[config.mk]
export PLATFORM = sky130hd
export DESIGN_NAME = stick_frame_packer
export DESIGN_NICKNAME = d
export VERILOG_FILES = /design/src/rtl/sfp_pkg.sv /design/src/rtl/sfp_group_seq.sv /design/src/rtl/sfp_slot_map.sv /design/src/rtl/sfp_byte_shifter.sv /design/src/rtl/stick_frame_packer.sv
export SDC_FILE = /design/constraint.sdc
export NUM_CORES = 1
export LEC_CHECK = 0
export CORE_MARGIN = 1.5
export CORE_UTILIZATION = 57
export CTS_CLUSTER_DIAMETER = 60
export DETAILED_ROUTE_END_ITERATION = 8
export DONT_BUFFER_PORTS = 1
export GPL_TIMING_DRIVEN = 0
export PLACE_DENSITY = 0.75
export SLEW_MARGIN = 20
export SYNTH_ARGS = -nofsm -noshare
export SYNTH_HDL_FRONTEND = slang
export SYNTH_SLANG_ARGS = --single-unit
[constraint.sdc]
create_clock -name clk_i -period 1.4 [get_ports clk_i]
set_input_delay 0.35 -clock clk_i [delete_from_list [all_inputs] [get_ports clk_i]]
set_output_delay 0.35 -clock clk_i [all_outputs]
set_load 0.005 [all_outputs]
[src/rtl/sfp_pkg.sv]
package sfp_pkg;
  localparam int unsigned HOST_W        = 11;
  localparam int unsigned AIR_W         = 10;
  localparam int unsigned N_SLOT        = 8;
  localparam int unsigned N_BASE        = 4;
  localparam int unsigned PAYLOAD_BYTES = 21;
  localparam int unsigned FLAG_BIT      = 5;

  typedef enum logic {
    GRP_PRIMARY = 1'b0,
    GRP_ALT     = 1'b1
  } grp_e;
endpackage

[src/rtl/sfp_group_seq.sv]
module sfp_group_seq (
  input  logic          clk_i,
  input  logic          rst_ni,
  input  logic          mode12_i,
  input  logic          take_i,
  output sfp_pkg::grp_e grp_o
);
  import sfp_pkg::*;

  logic alt_q;
  logic mode_q;
  logic mode_chg;

  assign mode_chg = mode12_i ^ mode_q;
  // a mode change in the strobe cycle already forces the primary group
  assign grp_o = (mode12_i & alt_q & ~mode_chg) ? GRP_ALT : GRP_PRIMARY;

  always_ff @(posedge clk_i or negedge rst_ni) begin
    if (!rst_ni) begin
      alt_q  <= 1'b0;
      mode_q <= 1'b0;
    end else begin
      mode_q <= mode12_i;
      if (take_i)        alt_q <= mode12_i & (grp_o == GRP_PRIMARY);
      else if (mode_chg) alt_q <= 1'b0;
    end
  end
endmodule

[src/rtl/sfp_slot_map.sv]
module sfp_slot_map #(
  parameter int unsigned HOST_W  = sfp_pkg::HOST_W,
  parameter int unsigned AIR_W   = sfp_pkg::AIR_W,
  parameter int unsigned N_SLOT  = sfp_pkg::N_SLOT,
  parameter int unsigned N_BASE  = sfp_pkg::N_BASE,
  localparam int unsigned N_CH    = N_BASE + 2 * (N_SLOT - N_BASE),
  localparam int unsigned FIELD_W = N_SLOT * AIR_W
) (
  input  logic [N_CH*HOST_W-1:0] sticks_i,
  input  sfp_pkg::grp_e          grp_i,
  output logic [FIELD_W-1:0]     field_o
);
  localparam int unsigned DROP = HOST_W - AIR_W;

  logic [N_CH*DROP-1:0] unused_lsbs;

  for (genvar c = 0; c < N_CH; c++) begin : g_lsb
    assign unused_lsbs[c*DROP +: DROP] = sticks_i[c*HOST_W +: DROP];
  end

  for (genvar k = 0; k < N_SLOT; k++) begin : g_slot
    if (k < N_BASE) begin : g_fixed
      assign field_o[k*AIR_W +: AIR_W] = sticks_i[k*HOST_W + DROP +: AIR_W];
    end else begin : g_muxed
      localparam int unsigned ALT_CH = k + (N_SLOT - N_BASE);
      assign field_o[k*AIR_W +: AIR_W] = (grp_i == sfp_pkg::GRP_ALT)
          ? sticks_i[ALT_CH*HOST_W + DROP +: AIR_W]
          : sticks_i[k*HOST_W + DROP +: AIR_W];
    end
  end
endmodule

[src/rtl/sfp_byte_shifter.sv]
module sfp_byte_shifter #(
  parameter int unsigned PAYLOAD_BYTES = sfp_pkg::PAYLOAD_BYTES,
  localparam int unsigned PAY_W = PAYLOAD_BYTES * 8,
  localparam int unsigned CNT_W = $clog2(PAYLOAD_BYTES)
) (
  input  logic             clk_i,
  input  logic             rst_ni,
  input  logic             take_i,
  input  logic [PAY_W-1:0] payload_i,
  input  logic             ready_i,
  output logic             idle_o,
  output logic             valid_o,
  output logic [7:0]       data_o,
  output logic             done_o
);
  localparam logic [CNT_W-1:0] LAST = CNT_W'(PAYLOAD_BYTES - 1);

  logic             busy_q;
  logic             done_q;
  logic [CNT_W-1:0] cnt_q;
  logic [PAY_W-1:0] pay_q;

  always_ff @(posedge clk_i or negedge rst_ni) begin
    if (!rst_ni) begin
      busy_q <= 1'b0;
      done_q <= 1'b0;
      cnt_q  <= '0;
      pay_q  <= '0;
    end else begin
      done_q <= 1'b0;
      if (take_i) begin
        pay_q  <= payload_i;
        busy_q <= 1'b1;
        cnt_q  <= '0;
      end else if (busy_q && ready_i) begin
        pay_q <= pay_q >> 8;
        if (cnt_q == LAST) begin
          busy_q <= 1'b0;
          done_q <= 1'b1;
        end else begin
          cnt_q <= cnt_q + 1'b1;
        end
      end
    end
  end

  assign idle_o  = ~busy_q;
  assign valid_o = busy_q;
  assign data_o  = pay_q[7:0];
  assign done_o  = done_q;
endmodule

[src/rtl/stick_frame_packer.sv]
module stick_frame_packer #(
  parameter int unsigned HOST_W        = sfp_pkg::HOST_W,
  parameter int unsigned AIR_W         = sfp_pkg::AIR_W,
  parameter int unsigned N_SLOT        = sfp_pkg::N_SLOT,
  parameter int unsigned N_BASE        = sfp_pkg::N_BASE,
  parameter int unsigned PAYLOAD_BYTES = sfp_pkg::PAYLOAD_BYTES,
  parameter int unsigned FLAG_BIT      = sfp_pkg::FLAG_BIT,
  localparam int unsigned N_CH = N_BASE + 2 * (N_SLOT - N_BASE)
) (
  input  logic                   clk_i,
  input  logic                   rst_ni,
  input  logic [N_CH*HOST_W-1:0] sticks_i,
  input  logic                   mode12_i,
  input  logic                   frame_strobe_i,
  output logic [7:0]             byte_o,
  output logic                   byte_valid_o,
  input  logic                   byte_ready_i,
  output logic                   done_o
);
  localparam int unsigned FIELD_W = N_SLOT * AIR_W;
  localparam int unsigned PAY_W   = PAYLOAD_BYTES * 8;

  sfp_pkg::grp_e      grp;
  logic               idle;
  logic               take;
  logic [FIELD_W-1:0] field;
  logic [PAY_W-1:0]   payload;

  assign take = frame_strobe_i & idle;

  sfp_group_seq u_grp (
    .clk_i   (clk_i),
    .rst_ni  (rst_ni),
    .mode12_i(mode12_i),
    .take_i  (take),
    .grp_o   (grp)
  );

  sfp_slot_map #(
    .HOST_W(HOST_W),
    .AIR_W (AIR_W),
    .N_SLOT(N_SLOT),
    .N_BASE(N_BASE)
  ) u_map (
    .sticks_i(sticks_i),
    .grp_i   (grp),
    .field_o (field)
  );

  always_comb begin
    payload           = '0;
    payload[FLAG_BIT] = (grp == sfp_pkg::GRP_ALT);
    payload[8 +: FIELD_W] = field;
  end

  sfp_byte_shifter #(
    .PAYLOAD_BYTES(PAYLOAD_BYTES)
  ) u_shift (
    .clk_i    (clk_i),
    .rst_ni   (rst_ni),
    .take_i   (take),
    .payload_i(payload),
    .ready_i  (byte_ready_i),
    .idle_o   (idle),
    .valid_o  (byte_valid_o),
    .data_o   (byte_o),
    .done_o   (done_o)
  );
endmodule

======== Word-level counts from Yosys, hierarchy flattened ========
Index checks and enable logic that the tools add are counted.
word-level totals
  bits in registers ....................... 177
  bits of input ports ..................... 137
  output and inout bits ................... 10
  word-level logic and storage cells ...... 41
operators by class
  add/sub/neg operators ................... 1
  eq/ne operators ......................... 2
  multiplexer cells ....................... 18
  bitwise gates (word level) .............. 8
  reductions and logical operators ........ 6
operators with widths
  kind                                                           count
  168-bit 2-to-1 mux                                             2
  10-bit 2-to-1 mux                                              4
  5-bit 2-to-1 mux                                               3
  1-bit 2-to-1 mux                                               9
  2-bit nonzero test                                             3
  5-bit by 1-bit adder with 5-bit output, second input constant  1
  5-bit == test, second input constant                           1
  1-bit bitwise AND                                              4
  2-bit AND reduction                                            2
  1-bit inverter                                                 3
  2-bit != test, second input constant                           1
  1-bit logical AND                                              1
  1-bit bitwise XOR                                              1

======== Logic depth before layout (Yosys ltp) ========
  depth in word-level cells ............... 7
  mapped depth ............................ 6
  gate-level depth less buffers ........... 5

======== Hierarchy ========
A second synthesis with hierarchy kept.
unflattened totals
  cell total of the unflattened synthesis .. 866
  area, all modules ....................... 8883.5 µm²
modules (own cells, without submodules)
  module              times used  cells each  area an instance (µm²)
  sfp_byte_shifter    1           773         7991.4
  sfp_slot_map        1           84          795.8
  sfp_group_seq       1           7           86.3
  stick_frame_packer  1           2           10.0

======== Worst setup path before layout ========
OpenSTA, ideal clock, no wires.
  path type ............................... flip-flop to flip-flop
  from .................................... register u_shift.cnt_q[0]
  to ...................................... register u_shift.cnt_q[3]
  library setup time ...................... 78 ps
  arrival time ............................ 1374 ps
  setup slack ............................. -52 ps
  cell stages (with the launch flop) ...... 6
  buffers on the path ..................... 0
  clock period less this slack ............ 1452 ps
  cells stage by stage .................... dfrtp_1 > inv_1 > ha_1 > and4b_1 > or4_1 > a21oi_1
on the way
  word-level cells in the longest chain between the ends .. 4
  elaborated cells on any way between the ends .. 7
  those cells by class .................... add/sub: 1; eq/ne: 2; mux: 3; reduce/logical: 1
ends and longest elaborated chain
  what                                    line                    RTL
  from (decl)                             sfp_byte_shifter.sv:20  logic [CNT_W-1:0] cnt_q;
  from (signal assigned)                  sfp_byte_shifter.sv:41  cnt_q <= cnt_q + 1'b1;
  5-bit by 1-bit adder with 5-bit output  sfp_byte_shifter.sv:41
  5-bit 2-to-1 mux                        sfp_byte_shifter.sv:37  if (cnt_q == LAST) begin
  5-bit 2-to-1 mux                        sfp_byte_shifter.sv:35  end else if (busy_q && ready_i) begin
  5-bit 2-to-1 mux                        sfp_byte_shifter.sv:31  if (take_i) begin
Parallel ways exist; a longest one is shown, timed or not. The select of a mux whose other input is x is not followed.
A chain may end at the register's enable or synchronous reset.

======== Final worst setup path ========
  from .................................... register u_shift.busy_q, in the netlist u_shift.valid_o
  to ...................................... register u_shift.pay_q[59]
on the way
  word-level cells in the longest chain between the ends .. 3
  elaborated cells on any way between the ends .. 5
  those cells by class .................... mux: 1; bitwise: 2; reduce/logical: 2
ends and longest elaborated chain
  what                                                             line                      RTL
  from (decl)                                                      sfp_byte_shifter.sv:18    logic busy_q;
  from (signal assigned)                                           sfp_byte_shifter.sv:25    busy_q <= 1'b0;
  from (signal assigned)                                           sfp_byte_shifter.sv:33    busy_q <= 1'b1;
  from (signal assigned)                                           sfp_byte_shifter.sv:38    busy_q <= 1'b0;
  1-bit inverter                                                   sfp_byte_shifter.sv:47    assign idle_o = ~busy_q;
  1-bit bitwise AND                                                stick_frame_packer.sv:29  assign take = frame_strobe_i & idle;
  168-bit 2-to-1 mux / 2-bit nonzero test (equally long branches)  --
  to (signal assigned)                                             sfp_byte_shifter.sv:32    pay_q <= payload_i;
  to (signal assigned)                                             sfp_byte_shifter.sv:36    pay_q <= pay_q >> 8;
  to (decl)                                                        sfp_byte_shifter.sv:21    logic [PAY_W-1:0] pay_q;
Parallel ways exist; a longest one is shown, timed or not.

==> impl_summary.md <==
Setup path
The worst setup path is launched from a flip-flop. Along the worst path, the maximum fanout reaches 7. The cell count of the worst reg-to-reg path is 5. The type of the setup path with the least slack is reg -> reg. In this run the critical register-to-register path is launched from u_shift.valid_o. Setup slack on the worst reg-to-reg path comes out at -0.08 ns. STA puts the critical path data arrival time at 1.74 ns.

STA classifies the critical path endpoint as a flip-flop. In this run the critical register-to-register path is captured at u_shift.pay_q[59]. The required time reported for the critical path endpoint is 1.66 ns.

Pwr
The leakage power figure is 0.002359 µW. The maximum ir drop on the vdd rail is 0.0006921 V. Sequential cells burn 49.7% of the power. Internal power comes to 6044 µW. The power density relative to cell area is 1568 nW/µm². The switching power is 3127 µW. The clock network accounts for 21.2% of the total power. In this run, the combinational gates consume 29.1% of the power. The design draws 9171 µW. Net switching is 34.10% of the power.

Drt
The residual antenna-violating net count after detailed routing is 0. The routed design has 13260 µm of wire. The routed via count divided by cell count is 6.350.

Dividing the detail-routed wire length by the instance count gives 21.66 µm. For this run, design rule violations remaining after detail routing come to 0. The first-pass detailed-route iteration total is 4. The count of vias placed by the detailed router is 3886. The first routing iteration left 219 violations.

Logic synthesis
Counting every instance in the synthesized netlist gives 482. The Yosys step of the flow raised 0 warnings. The number of nets in the synthesized netlist is 621.

The most used flip-flop cell after synthesis is dfrtp_1. Sequential cells were found to cover 51.71% of the synthesized design area. The cell area that synthesis handed to floorplanning was 4695 µm². Counting distinct cell types in the post-synthesis netlist gives 34.

Counting flops and latches in the post-synthesis netlist gives 97. For this run, asynchronously set or reset flops after synthesis account for 100.0%. The post-synthesis average cell area is 9.740 µm². The number of enable flip-flop cells after synthesis is 0.

Floorplanning
The floorplan has 32 rows. The area of the placeable core is 7848 µm². Measured along the y axis, the die boundary spans 93.75 µm.

From left edge to right edge, the die measures 93.75 µm. The die footprint is 8789 µm². For this configuration, the core starts out at a cell density of 59.82%. The I/O pin count is 147.

Status
The final reports fail on negative hold slack, negative setup slack. The flow ran to the end, but the final reports show violations.

Timing
The final-report max-slew violation count is 0. The final critical path time including I/O delays and setup is 1.478 ns. The fmax is 676.8 MHz. The setup violation total in the final timing report is 40.

The final hold slack is -0.3504 ns. Setup repair after global routing could not meet its margin everywhere. The worst relative slew slack is 72.09%. The final cycle utilization of the critical path is 105.5%. At the pin with the least slew margin, the transition time is 0.4187 ns. Once routing completed, OpenROAD measured the worst setup slack at -0.07762 ns. The final hold violation count was 97. For the final database, setup skew stands at 0.01177 ns.

Layout
After the last flow step, the layout net total stands at 644. In the final layout, the share of cells above drive strength 1 is 35.88%. The most common library cell in the layout ignoring fill and taps is dfrtp_1. Leaving out fill and tap cells, the most frequent cells in the layout are dfrtp_1 (96), nor3_2 (53), nor2_1 (51). Relative to the synthesized area, the layout overhead comes to 24.63%. 0 antenna diodes ended up in the layout.

Clock network
The CTS clock-pin slew for the worst setup and hold paths is 0.10 ns. The insertion delay to the later sink of the worst-skew pair is 0.38 ns. TritonCTS built the clock tree. The clock sink count is 97. The longest clock path from root to sink contains 2 buffers. The tree is rooted in a clkbuf_8. Buffers inserted during clock tree synthesis total 9.

The number of H-tree levels is 3. After clock tree synthesis, the flow added hold-fix buffers numbering 1.

Global route
The via count of the first global-routing pass is 3953. Entering global routing, the biggest net connects 98 pins. The global-route wire length before repair is 19970 µm. The initial antenna violation count is 0. Global routing consumed, over all layers together, 30.17% of the routing resources. The overall overflow remaining after global route is 0.

Place
After legalization and detailed placement, the total HPWL measured 8615 µm. The setup slack at placement is -0.1936 ns. Routability-driven placement finished with a final weighted congestion of 0.8753.

Buffers placed on the I/O ports in this run total 0.

Worst hold path
The tightest min-delay check is of the in -> async type.

Run
Across the run, the number of max-cap violations was 0.
-- registers in the layout, indices dropped and copies added, names as in the netlist --
register / flops
u_shift.pay_q: 88
u_shift.cnt_q: 5
u_grp.alt_q: 1
u_grp.mode_q: 1
u_shift.done_o: 1
u_shift.valid_o: 1
-- repair_timing --
action,CTS,global route
endpoints found under the setup margin,88,85
hold endpoints to repair,98,97
pin swaps,2,30
cloned,1,4
setup buffers,5,2
gates resized for setup,76,66
-- synthesized netlist by cell type, types with 4 or more instances --
library cell  number  share of area [%]
o2bb2ai_1          8                1.5
a21oi_1            5               0.53
nor2_1            59                4.7
buf_6              4               0.96
buf_4             17                2.7
clkbuf_1           9               0.72
nor3_1            61                6.5
nand3_1            6               0.64
a22o_1             7                1.3
buf_2             18                1.9
nor3_2            35                7.5
nand2_1           51                4.1
o22ai_1           47                6.3
o21ai_1            4               0.43
mux2i_1            9                1.9
dfrtp_1           97                 52
a31oi_1           25                3.3
-- routing by layer --
metal	global-route usage, %	wire, µm	vias up
li1	-	-	1787
met1	38.92	5341	1909
met2	50.79	6679	170
met3	5.744	1035	20
met4	10.70	202	0
met5	0	0	-
-- stage by stage --
step                utilization (%)  hold slack, ns  TNS (ns)  instances  area, µm²
detailed placement            61.48         0.05768    -9.041        584       4825
global placement              61.48         0.05816    -8.023        584       4825
finish                        74.55         -0.3504    -1.312        612       5851
global route                  74.55         -0.3584    -4.821        612       5851
floorplan                         -         0.05441         0        482       4697
CTS                           69.60         -0.3430   -0.7705        606       5461
-- cell families (layout without fill, tap and decap cells) --
| group | Yosys count | in the layout | share of synthesized area (%) |
|---|---|---|---|
| xor gates and xnor gates | 1 | 1 | 0.1866 |
| buffers and inverters | 52 | 80 | 6.636 |
| DFF | 97 | 97 | 51.71 |
| adders and majority gates | 2 | 2 | 0.5330 |
| AOI/OAI and AO/OA | 98 | 98 | 13.78 |
| muxes | 10 | 10 | 2.159 |
| and+or+nand+nor | 222 | 222 | 25.00 |
-- worst max-delay path, stage by stage, from the launching register on --
cell	delay, ns
dfrtp_2	0.49
mux2_4	0.36
buf_12	0.16
clkbuf_16	0.16
o22ai_4	0.13
nor3_2	0.05
-- power groups by stage --
stage	combinational, µW	sequential (µW)	clock [µW]
finish	2670	4560	1940
global route	2940	4650	2050
CTS	2290	4390	1920
detailed placement	1980	4370	0
global placement	1910	4340	0
floorplan	1640	4170	0
-- how the worst max path moves through the flow --
stage / from / endpoint / slack, ns
after floorplan: u_shift.valid_o / u_shift.pay_q[58] / 0.02
after global placement: u_shift.valid_o / u_shift.pay_q[52] / -0.16
after detailed placement: u_shift.valid_o / u_shift.pay_q[17] / -0.19
after CTS: u_shift.valid_o / u_shift.pay_q[55] / -0.05
after global routing: u_shift.valid_o / u_shift.pay_q[41] / -0.12
final: u_shift.valid_o / u_shift.pay_q[59] / -0.08
-- area by class of cell --
class                      count  area, µm²
fill                         559       1997
inverter                       2      7.507
clock inverter                 6      65.06
timing repair buffer          13      202.7
clock buffer                  10      137.6
tap                          102      127.6
sequential                    97       2429
multi-input combinational    333       2466
buffer                        49      415.4
(Power assumes the default switching activity.)
